[src/rtl/msi_cap_pkg.sv]
package msi_cap_pkg;

    localparam int unsigned REG_AW  = 12;
    localparam int unsigned WORD_W  = 32;
    localparam int unsigned BUS_AW  = 64;
    localparam int unsigned SIZE_W  = 3;

    // Register offsets decoded by software drivers
    localparam logic [REG_AW-1:0] OFF_DOORBELL_LO = 12'h820;
    localparam logic [REG_AW-1:0] OFF_DOORBELL_HI = 12'h824;
    localparam logic [REG_AW-1:0] OFF_VEC_ENABLE  = 12'h828;
    localparam logic [REG_AW-1:0] OFF_VEC_MASK    = 12'h82C;
    localparam logic [REG_AW-1:0] OFF_VEC_PENDING = 12'h830;

    localparam logic [SIZE_W-1:0] FULL_WORD_BYTES = 3'd4;

    typedef enum logic [2:0] {
        SEL_NONE,
        SEL_DB_LO,
        SEL_DB_HI,
        SEL_ENABLE,
        SEL_MASK,
        SEL_PENDING
    } reg_sel_e;

    typedef struct packed {
        logic              valid;
        logic              write;
        logic [BUS_AW-1:0] addr;
        logic [SIZE_W-1:0] nbytes;
        logic [WORD_W-1:0] data;
    } snoop_req_t;

    function automatic reg_sel_e decode_offset(input logic [REG_AW-1:0] off);
        reg_sel_e sel;
        case (off)
            OFF_DOORBELL_LO: sel = SEL_DB_LO;
            OFF_DOORBELL_HI: sel = SEL_DB_HI;
            OFF_VEC_ENABLE:  sel = SEL_ENABLE;
            OFF_VEC_MASK:    sel = SEL_MASK;
            OFF_VEC_PENDING: sel = SEL_PENDING;
            default:         sel = SEL_NONE;
        endcase
        return sel;
    endfunction

endpackage

[src/rtl/msi_cap_regs.sv]
module msi_cap_regs
    import msi_cap_pkg::*;
#(
    parameter int unsigned NUM_VEC = 32
) (
    input  logic                 clk,
    input  logic                 rst,
    input  logic                 wr_en,
    input  logic [REG_AW-1:0]    addr,
    input  logic [WORD_W-1:0]    wdata,
    input  logic [NUM_VEC-1:0]   pending,
    output logic [WORD_W-1:0]    rdata,
    output logic [BUS_AW-1:0]    doorbell,
    output logic [NUM_VEC-1:0]   vec_enable,
    output logic [NUM_VEC-1:0]   vec_mask,
    output logic [NUM_VEC-1:0]   pending_clr
);

    localparam int unsigned HALF = BUS_AW / 2;

    reg_sel_e           sel;
    logic [HALF-1:0]    db_lo_q, db_hi_q;
    logic [NUM_VEC-1:0] en_q, mask_q;

    assign sel = decode_offset(addr);

    always_ff @(posedge clk) begin
        if (rst) begin
            db_lo_q <= '0;
            db_hi_q <= '0;
            en_q    <= '0;
            mask_q  <= '0;
        end else if (wr_en) begin
            case (sel)
                SEL_DB_LO:  db_lo_q <= wdata[HALF-1:0];
                SEL_DB_HI:  db_hi_q <= wdata[HALF-1:0];
                SEL_ENABLE: en_q    <= wdata[NUM_VEC-1:0];
                SEL_MASK:   mask_q  <= wdata[NUM_VEC-1:0];
                default: ;
            endcase
        end
    end

    always_comb begin
        pending_clr = '0;
        if (wr_en && sel == SEL_PENDING)
            pending_clr = wdata[NUM_VEC-1:0];
    end

    always_comb begin
        case (sel)
            SEL_DB_LO:   rdata = WORD_W'(db_lo_q);
            SEL_DB_HI:   rdata = WORD_W'(db_hi_q);
            SEL_ENABLE:  rdata = WORD_W'(en_q);
            SEL_MASK:    rdata = WORD_W'(mask_q);
            SEL_PENDING: rdata = WORD_W'(pending);
            default:     rdata = '0;
        endcase
    end

    assign doorbell   = {db_hi_q, db_lo_q};
    assign vec_enable = en_q;
    assign vec_mask   = mask_q;

    // writing the low word never disturbs the high word
    assert_lo_keeps_hi_R2: assert property (@(posedge clk) disable iff (rst)
        (wr_en && addr == OFF_DOORBELL_LO) |=> (doorbell[BUS_AW-1:HALF] == $past(doorbell[BUS_AW-1:HALF])));

    // writing the high word never disturbs the low word
    assert_hi_keeps_lo_R2: assert property (@(posedge clk) disable iff (rst)
        (wr_en && addr == OFF_DOORBELL_HI) |=> (doorbell[HALF-1:0] == $past(doorbell[HALF-1:0])));

endmodule

[src/rtl/msi_cap_snoop.sv]
module msi_cap_snoop
    import msi_cap_pkg::*;
#(
    parameter int unsigned NUM_VEC = 32
) (
    input  logic               clk,
    input  logic               rst,
    input  snoop_req_t         req,
    input  logic [BUS_AW-1:0]  doorbell,
    input  logic [NUM_VEC-1:0] vec_enable,
    output logic               claim,
    output logic [NUM_VEC-1:0] set_vec
);

    localparam int unsigned IDX_W = (NUM_VEC > 1) ? $clog2(NUM_VEC) : 1;

    logic               window_live;
    logic               addr_hit;
    logic               vec_in_range;
    logic [IDX_W-1:0]   vec_idx;
    logic [NUM_VEC-1:0] vec_onehot;

    assign window_live  = |vec_enable;
    assign addr_hit     = (req.addr == doorbell);
    assign claim        = req.valid && req.write && (req.nbytes == FULL_WORD_BYTES)
                          && addr_hit && window_live;
    assign vec_in_range = (req.data < WORD_W'(NUM_VEC));
    assign vec_idx      = req.data[IDX_W-1:0];
    assign vec_onehot   = NUM_VEC'(1) << vec_idx;

    always_comb begin
        set_vec = '0;
        if (claim && vec_in_range)
            set_vec = vec_onehot & vec_enable;
    end

    // a latched vector always has its enable bit set
    assert_set_enabled_R5: assert property (@(posedge clk) disable iff (rst)
        (set_vec & ~vec_enable) == '0);

    // at most one vector per message
    assert_one_vector_R6: assert property (@(posedge clk) disable iff (rst)
        $onehot0(set_vec));

    // a read request is never claimed
    assert_read_unclaimed_R8: assert property (@(posedge clk) disable iff (rst)
        (req.valid && !req.write) |-> !claim);

    // claims only for full-word requests
    assert_full_word_R7: assert property (@(posedge clk) disable iff (rst)
        claim |-> (req.nbytes == FULL_WORD_BYTES));

endmodule

[src/rtl/msi_cap_pending.sv]
module msi_cap_pending #(
    parameter int unsigned NUM_VEC = 32
) (
    input  logic               clk,
    input  logic               rst,
    input  logic [NUM_VEC-1:0] set_vec,
    input  logic [NUM_VEC-1:0] clr_vec,
    input  logic [NUM_VEC-1:0] vec_mask,
    output logic [NUM_VEC-1:0] pending,
    output logic               irq
);

    logic [NUM_VEC-1:0] pend_q, pend_d;
    logic               irq_q, irq_d;
    logic               captured;

    assign captured = |set_vec;

    always_comb begin
        // set is applied after clear, so a capture wins over a clear
        pend_d = (pend_q & ~clr_vec) | set_vec;
        if (pend_d == '0)
            irq_d = 1'b0;
        else if (captured && ((pend_d & ~vec_mask) != '0))
            irq_d = 1'b1;
        else
            irq_d = irq_q;
    end

    always_ff @(posedge clk) begin
        if (rst) begin
            pend_q <= '0;
            irq_q  <= 1'b0;
        end else begin
            pend_q <= pend_d;
            irq_q  <= irq_d;
        end
    end

    assign pending = pend_q;
    assign irq     = irq_q;

    // pending bits are sticky unless explicitly cleared
    assert_sticky_R4: assert property (@(posedge clk) disable iff (rst)
        1'b1 |=> (($past(pend_q) & ~$past(clr_vec) & ~pend_q) == '0));

    // the interrupt is never high with nothing pending
    assert_irq_needs_pending_R12: assert property (@(posedge clk) disable iff (rst)
        (pend_q == '0) |-> !irq_q);

    // the interrupt only rises after a capture
    assert_rise_after_capture_R10: assert property (@(posedge clk) disable iff (rst)
        $rose(irq_q) |-> $past(captured));

    // a captured bit is set afterwards even if cleared in the same cycle
    assert_capture_wins_R13: assert property (@(posedge clk) disable iff (rst)
        captured |=> (($past(set_vec) & ~pend_q) == '0));

endmodule

[src/rtl/msi_capture_ctrl.sv]
module msi_capture_ctrl
    import msi_cap_pkg::*;
#(
    parameter int unsigned NUM_VEC = 32
) (
    input  logic              clk,
    input  logic              rst,
    input  logic              reg_wr_en,
    input  logic [11:0]       reg_addr,
    input  logic [31:0]       reg_wdata,
    output logic [31:0]       reg_rdata,
    input  logic              snp_valid,
    input  logic              snp_write,
    input  logic [63:0]       snp_addr,
    input  logic [2:0]        snp_nbytes,
    input  logic [31:0]       snp_data,
    output logic              snp_claim,
    output logic              msi_irq
);

    snoop_req_t         req;
    logic [BUS_AW-1:0]  doorbell;
    logic [NUM_VEC-1:0] vec_enable, vec_mask, pending, pending_clr, set_vec;

    assign req = '{valid: snp_valid, write: snp_write, addr: snp_addr,
                   nbytes: snp_nbytes, data: snp_data};

    msi_cap_regs #(.NUM_VEC(NUM_VEC)) u_regs (
        .clk         (clk),
        .rst         (rst),
        .wr_en       (reg_wr_en),
        .addr        (reg_addr),
        .wdata       (reg_wdata),
        .pending     (pending),
        .rdata       (reg_rdata),
        .doorbell    (doorbell),
        .vec_enable  (vec_enable),
        .vec_mask    (vec_mask),
        .pending_clr (pending_clr)
    );

    msi_cap_snoop #(.NUM_VEC(NUM_VEC)) u_snoop (
        .clk        (clk),
        .rst        (rst),
        .req        (req),
        .doorbell   (doorbell),
        .vec_enable (vec_enable),
        .claim      (snp_claim),
        .set_vec    (set_vec)
    );

    msi_cap_pending #(.NUM_VEC(NUM_VEC)) u_pending (
        .clk      (clk),
        .rst      (rst),
        .set_vec  (set_vec),
        .clr_vec  (pending_clr),
        .vec_mask (vec_mask),
        .pending  (pending),
        .irq      (msi_irq)
    );

endmodule

[config.mk]
export PLATFORM = sky130hd
export DESIGN_NAME = msi_capture_ctrl
export DESIGN_NICKNAME = d
export VERILOG_FILES = /design/src/rtl/msi_cap_pkg.sv /design/src/rtl/msi_cap_regs.sv /design/src/rtl/msi_cap_snoop.sv /design/src/rtl/msi_cap_pending.sv /design/src/rtl/msi_capture_ctrl.sv
export SDC_FILE = /design/constraint.sdc
export NUM_CORES = 1
export LEC_CHECK = 0
export ABC_AREA = 1
export ABC_CLOCK_PERIOD_IN_PS = 4740
export BUFFER_PORTS_ARGS = -buffer_cell sky130_fd_sc_hd__clkbuf_2
export CAP_MARGIN = 30
export CORE_ASPECT_RATIO = 0.6
export CORE_MARGIN = 1
export CORE_UTILIZATION = 30
export DETAILED_ROUTE_END_ITERATION = 12
export PLACE_DENSITY = 0.46
export SYNTH_ARGS = -nofsm -noshare
export SYNTH_HDL_FRONTEND = slang
export SYNTH_HIERARCHICAL = 1
export SYNTH_SLANG_ARGS = --single-unit
[constraint.sdc]
create_clock -name clk -period 4.74 [get_ports clk]
set_input_delay 0.474 -clock clk [delete_from_list [all_inputs] [get_ports clk]]
set_output_delay 0.474 -clock clk [all_outputs]
set_load 0.01 [all_outputs]
---- Yosys cells after proc, flatten, opt, wreduce, memory -nomap -nowiden ----
Index checks and enable logic that the tools add are counted.
storage, ports and cells
  bits in registers ....................... 161
  bits of input ports ..................... 148
  word-level logic and storage cells ...... 46
cells by class
  magnitude comparators ................... 1
  eq/ne operators ......................... 12
  shift-type cells ........................ 1
  multiplexer cells ....................... 4
  bitwise logic cells ..................... 6
  reductions and logical operators ........ 16
operator list
  cell                  number
  $pmux 32 s5           1
  $and 32x32->32        3
  $eq 64x64->1          1
  $mux 32               2
  $not 32->32           2
  $reduce_or 32->1      2
  $eq 12x12->1 const B  5
  $logic_not 32->1      1
  $lt 32x6->1 const B   1
  $or 32x32->32         1
  $reduce_bool 32->1    1
  $shl 1x5->32 const A  1
  $pmux 3 s5            1
  $eq 3x3->1 const B    3
  $reduce_and 2->1      4
  $logic_and 1x1->1     7
  $eq 3x2->1 const B    2
  $eq 3x1->1 const B    1
  $reduce_or 2->1       1

---- Longest topological paths before layout ----
  depth after elaboration ................. 11
  depth in mapped cells ................... 21
  gate-level depth less buffers ........... 20

---- By module ----
The synthesis kept the hierarchy.
by module, submodules not included
  module           instances  cells an instance  area each (µm²)
  msi_cap_regs     1          965                6207.2
  msi_cap_pending  1          345                2000.7
  msi_cap_snoop    1          424                1909.3

---- Worst setup path after synthesis ----
Ideal clock, no wire load.
  path type ............................... input to register
  start point ............................. input port reg_addr[11]
  end point ............................... register u_pending.irq_q (netlist: u_pending/irq)
  setup time .............................. 0.116 ns
  data arrival time ....................... 1.983 ns
  data required time ...................... 4.624 ns
  path slack .............................. 2.641 ns
  cell stages on the path ................. 20
  buffers on the path ..................... 1
  cells stage by stage .................... inv_1 > nor2_1 > nand2_2 > nor2_1 > nand2_1 > inv_1 > nand2_1 > clkbuf_1 > nor2_1 > inv_1 > nand2_2 > nand2_2 > inv_2 > nand2_1 > nor3_1 > nand2_1 > nor2_1 > nand2_1 > nand2_1 > a21oi_1
on the way
  longest elaborated chain between the ends .. 11
  elaborated cells on any way between the ends .. 17
  classes of those cells .................. eq/ne (6); mux (2); bitwise (4); reduce/logical (5)
ends and longest elaborated chain
  item                   RTL line                text
  from (decl)            msi_capture_ctrl.sv:9   input logic [11:0] reg_addr,
  $eq 12x12->1           msi_cap_pkg.sv:36       case (off)
  $pmux 3 s5 (*)         msi_cap_pkg.sv:36
  $eq 3x3->1 (*)         msi_cap_regs.sv:46      if (wr_en && sel == SEL_PENDING)
  $logic_and 1x1->1 (*)  msi_cap_regs.sv:46
  $mux 32 (*)            msi_cap_regs.sv:46
  net pending_clr[22]    msi_capture_ctrl.sv:23  logic [NUM_VEC-1:0] vec_enable, vec_mask, pending, pending_clr, set_vec;
  $not 32->32 (*)        msi_cap_pending.sv:21   pend_d = (pend_q & ~clr_vec) | set_vec;
  $and 32x32->32 (*)     msi_cap_pending.sv:21
  $or 32x32->32 (*)      msi_cap_pending.sv:21
  $and 32x32->32         msi_cap_pending.sv:24   else if (captured && ((pend_d & ~vec_mask) != '0))
  $reduce_bool 32->1     msi_cap_pending.sv:24
  $logic_and 1x1->1      msi_cap_pending.sv:24
  to (signal assigned)   msi_cap_pending.sv:36   irq_q <= irq_d;
  to (decl)              msi_cap_pending.sv:14   logic irq_q, irq_d;
The timed path passes the listed nets; every way through them passes the cells marked *.
A chain may end at the register's enable or synchronous reset.

---- Final worst setup path ----
  start point ............................. register u_regs.db_lo_q[18]
  end point ............................... register u_pending.irq_q (netlist: u_pending/irq)
on the way
  longest elaborated chain between the ends .. 9
  elaborated cells on any way between the ends .. 12
  classes of those cells .................. eq/ne (1); mux (1); bitwise (2); reduce/logical (8)
ends and longest elaborated chain
  item                                RTL line                text
  from (decl)                         msi_cap_regs.sv:22      logic [HALF-1:0] db_lo_q, db_hi_q;
  from (signal assigned)              msi_cap_regs.sv:35      SEL_DB_LO: db_lo_q <= wdata[HALF-1:0];
  $eq 64x64->1 (*)                    msi_cap_snoop.sv:24     assign addr_hit = (req.addr == doorbell);
  $logic_and 1x1->1 (*) (2 in a row)  msi_cap_snoop.sv:26     && addr_hit && window_live;
  $logic_and 1x1->1 (*)               msi_cap_snoop.sv:33     if (claim && vec_in_range)
  $mux 32 (*)                         msi_cap_snoop.sv:33
  net set_vec[10]                     msi_capture_ctrl.sv:23
  $or 32x32->32                       msi_cap_pending.sv:21
  $and 32x32->32                      msi_cap_pending.sv:24
  $reduce_bool 32->1                  msi_cap_pending.sv:24
  $logic_and 1x1->1                   msi_cap_pending.sv:24
Marked as above.

==> results.toml <==
[power]
pwr-share-seq_pct = 42.7
vdd_drop_max_mv = 0.241
leakage_nw = 5.11
p_sw_share_pct = 23.4
p_switching_mw = 0.743
pwr-share-comb_pct = 6.9
p_clk_share_pct = 50.4
p_per_area_nw_per_um2 = 265
internal_power_mw = 2.43

[global_route]
met1_usage_pct = 36.7
overflow = 0
grt_max_degree = 66
use_met3_pct = 5.21
busiest_layer = "met2"
grtUsageTotal_pct = 25.4
grtUsageMet2_pct = 38.6
grt_pass1_vias = 10100
grt_pass1_wl_mm = 63.0
antenna_found_initial = 0

[setup_path]
required_ns = 5.12
reg2reg_slack_ns = 1.43
crit_end = "u_pending/irq"
critPathMaxFanout = 32
worst-setup-path-type = "reg -> reg"
crit_path_start = "u_regs/db_lo_q[18]"
crit_path_end_kind = "flop"
r2r-start = "u_regs/db_lo_q[18]"
cp.arrival_ns = 3.69
cp-start-kind = "flop"
r2r_cells = 20
r2r_end = "u_pending/irq"

[route]
first_pass_iters = 5
drc = 0
drt_iter0_drc = 997
wl_per_cell_um = 18.5
avgViaCountPerCell = 4.71
drtAntennaViolNets = 0
wl_mm = 43.2
via_count = 11000

[final_layout]
area_delta_synth_final_pct = 18.2
layout-drive-gt1-share_pct = 18.5
num-fill-cells = 3762
postLayoutCoreUtil_pct = 36.5
fin_nets = 2025
antenna_cells = 0

[flow_run]
maxCapViolCount = 0

[die]
rows = 51
die_h_um = 144
core_um2 = 32800
io-pin-count = 182
fp.dieArea_um2 = 34500
initial_core_util_pct = 30.8
die_w_um = 239

[yosys]
ys_seq_area_share_pct = 31.9
ys_ff_latch = 161
yosysTopAreaCell = "dfxtp_1"
ys_types = 34
ys.flop_type = "dfxtp_1"
ys_async_sr_fraction_pct = 0
postSynthCellCount = 1734
yosys.cell_count.top_type = "nand2_1"
synth-edff-count = 0
netlist_top_cells_area = "dfxtp_1, nand2_1, inv_1"
synth_top_area_share_pct = 31.9
synth_fp_nets = 1882
syn_area_um2 = 10100
netlist_top_cells_count = "nand2_1, inv_1, nor2_1, dfxtp_1, a21oi_1"
yosys_warnings = 6
synth.avg_cell_area_um2 = 5.83

[clock_network]
cts_tree = "built"
cts_setup_buffers = 0
root_buffer = "clkbuf_16"
numCtsBuffers = 17
cts.clk_slew.worst_paths_ns = 0.07
h-tree-depth = 4
cts_hold_buf = 0
clock-sinks = 161
cts_resized = 0
clockBufferDepth = 2
clkLatencyLatePin_ns = 0.45

[timing]
fin_skew_ns = 0.0106
setup_tns_ns = 0
relSlewSlack_pct = 24.2
slew_violations = 0
max_freq_mhz = 302
rsz0062_at_grt = "no"
timing.final.crit_share_pct = 69.8
hold_viol_final = 0
setup_viol = 0
fin_crit_ns = 3.31
worst_pin_slew_ns = 1.13

[outcome]
outcome = "finished clean"

[min_path]
hp-class = "in -> reg"
holdPathStages = 3

[placement]
dp_hpwl_mm = 33.6
io_buffer_count = 181
place_congestion = 0.942
-- per-stage QoR --
step / setup slack, ns / instance area [um2] / instances / hold WS, ns / power (mW)
after floorplan: 2.64 / 10100 / 1734 / 0.437 / 1.47
after global placement: 1.51 / 11300 / 2307 / 0.451 / 1.60
after detailed placement: 1.48 / 11300 / 2308 / 0.456 / 1.60
after CTS: 1.50 / 12000 / 2339 / 0.303 / 3.20
after global routing: 1.22 / 12000 / 2339 / 0.319 / 3.28
final: 1.43 / 12000 / 2339 / 0.324 / 3.17
-- worst max-delay path: stages, from the launching register on --
cell	delay, ns
dfxtp_1	0.44
inv_1	0.06
nand2_1	0.06
o21ai_0	0.19
nor2_1	0.15
nand2_1	0.07
nor2_1	0.17
nand2_1	0.10
nor2_2	0.15
nand4_4	0.63
nor2_2	0.33
inv_2	0.08
nand2_2	0.10
nand2_1	0.06
nand2_1	0.21
nor2_1	0.09
nand2_1	0.06
nor2_1	0.04
nand2_1	0.05
nand2_1	0.05
a21oi_1	0.11
-- flip-flops by register name, indices dropped and copies added, names as in the netlist --
name	flops
u_pending/irq	1
u_pending/pending	32
u_regs/db_hi_q	32
u_regs/db_lo_q	32
u_regs/vec_enable	32
u_regs/vec_mask	32
-- power groups by stage --
stage / combinational (mW) / sequential (mW) / clock [mW]
2_1_floorplan: 0.0905 / 1.38 / 0
3_3_place_gp: 0.216 / 1.38 / 0
3_5_place_dp: 0.216 / 1.38 / 0
4_1_cts: 0.217 / 1.35 / 1.63
5_1_grt: 0.238 / 1.35 / 1.69
6_report: 0.218 / 1.35 / 1.60
-- worst min path at each step --
stage / start / end / slack [ns]
after floorplan: u_regs/vec_mask[11] / u_regs/vec_mask[11] / 0.44
after global placement: u_regs/vec_mask[22] / u_regs/vec_mask[22] / 0.45
after detailed placement: u_regs/vec_mask[6] / u_regs/vec_mask[6] / 0.46
after CTS: reg_wdata[0] / u_regs/db_hi_q[0] / 0.30
after global routing: reg_wdata[8] / u_regs/db_hi_q[8] / 0.32
final: reg_wdata[30] / u_regs/db_hi_q[30] / 0.32
-- cell families after synthesis --
kind of cell / synth area share, %
compound gates: 13.9
xor+xnor: 0.693
buf+inv: 17.4
flops: 31.9
simple gates: 36.1
-- final cells by class --
class / instances / area [um2] / area share, %
clock inverter: 10 / 208 / 1.74
multi-input combinational: 1133 / 5130 / 42.9
tap: 450 / 563 / 4.71
clock buffer: 21 / 450 / 3.77
sequential: 161 / 3220 / 26.9
timing repair buffer: 193 / 992 / 8.29
inverter: 371 / 1400 / 11.7
-- placed cells by master (no fill, tap or decap), drive strengths merged, types with 3 or more instances in the layout --
cell type and instances:
buf 12, nor3 11, nor4 10, clkbuf 202, bufinv 6, a21oi 152
nand2 390, nand4 19, clkinvlp 3, nand3 74, dfxtp 161, xnor2 8
o21ai 126, inv 369, clkinv 3, nor2 336
-- layer usage --
metal / wire length, um / up-vias
li1: - / 5525
met1: 21600 / 5092
met2: 17900 / 358
met3: 2940 / 38
met4: 658 / 0
met5: 0 / -
Note: power is estimated with default switching activity, not from simulation.
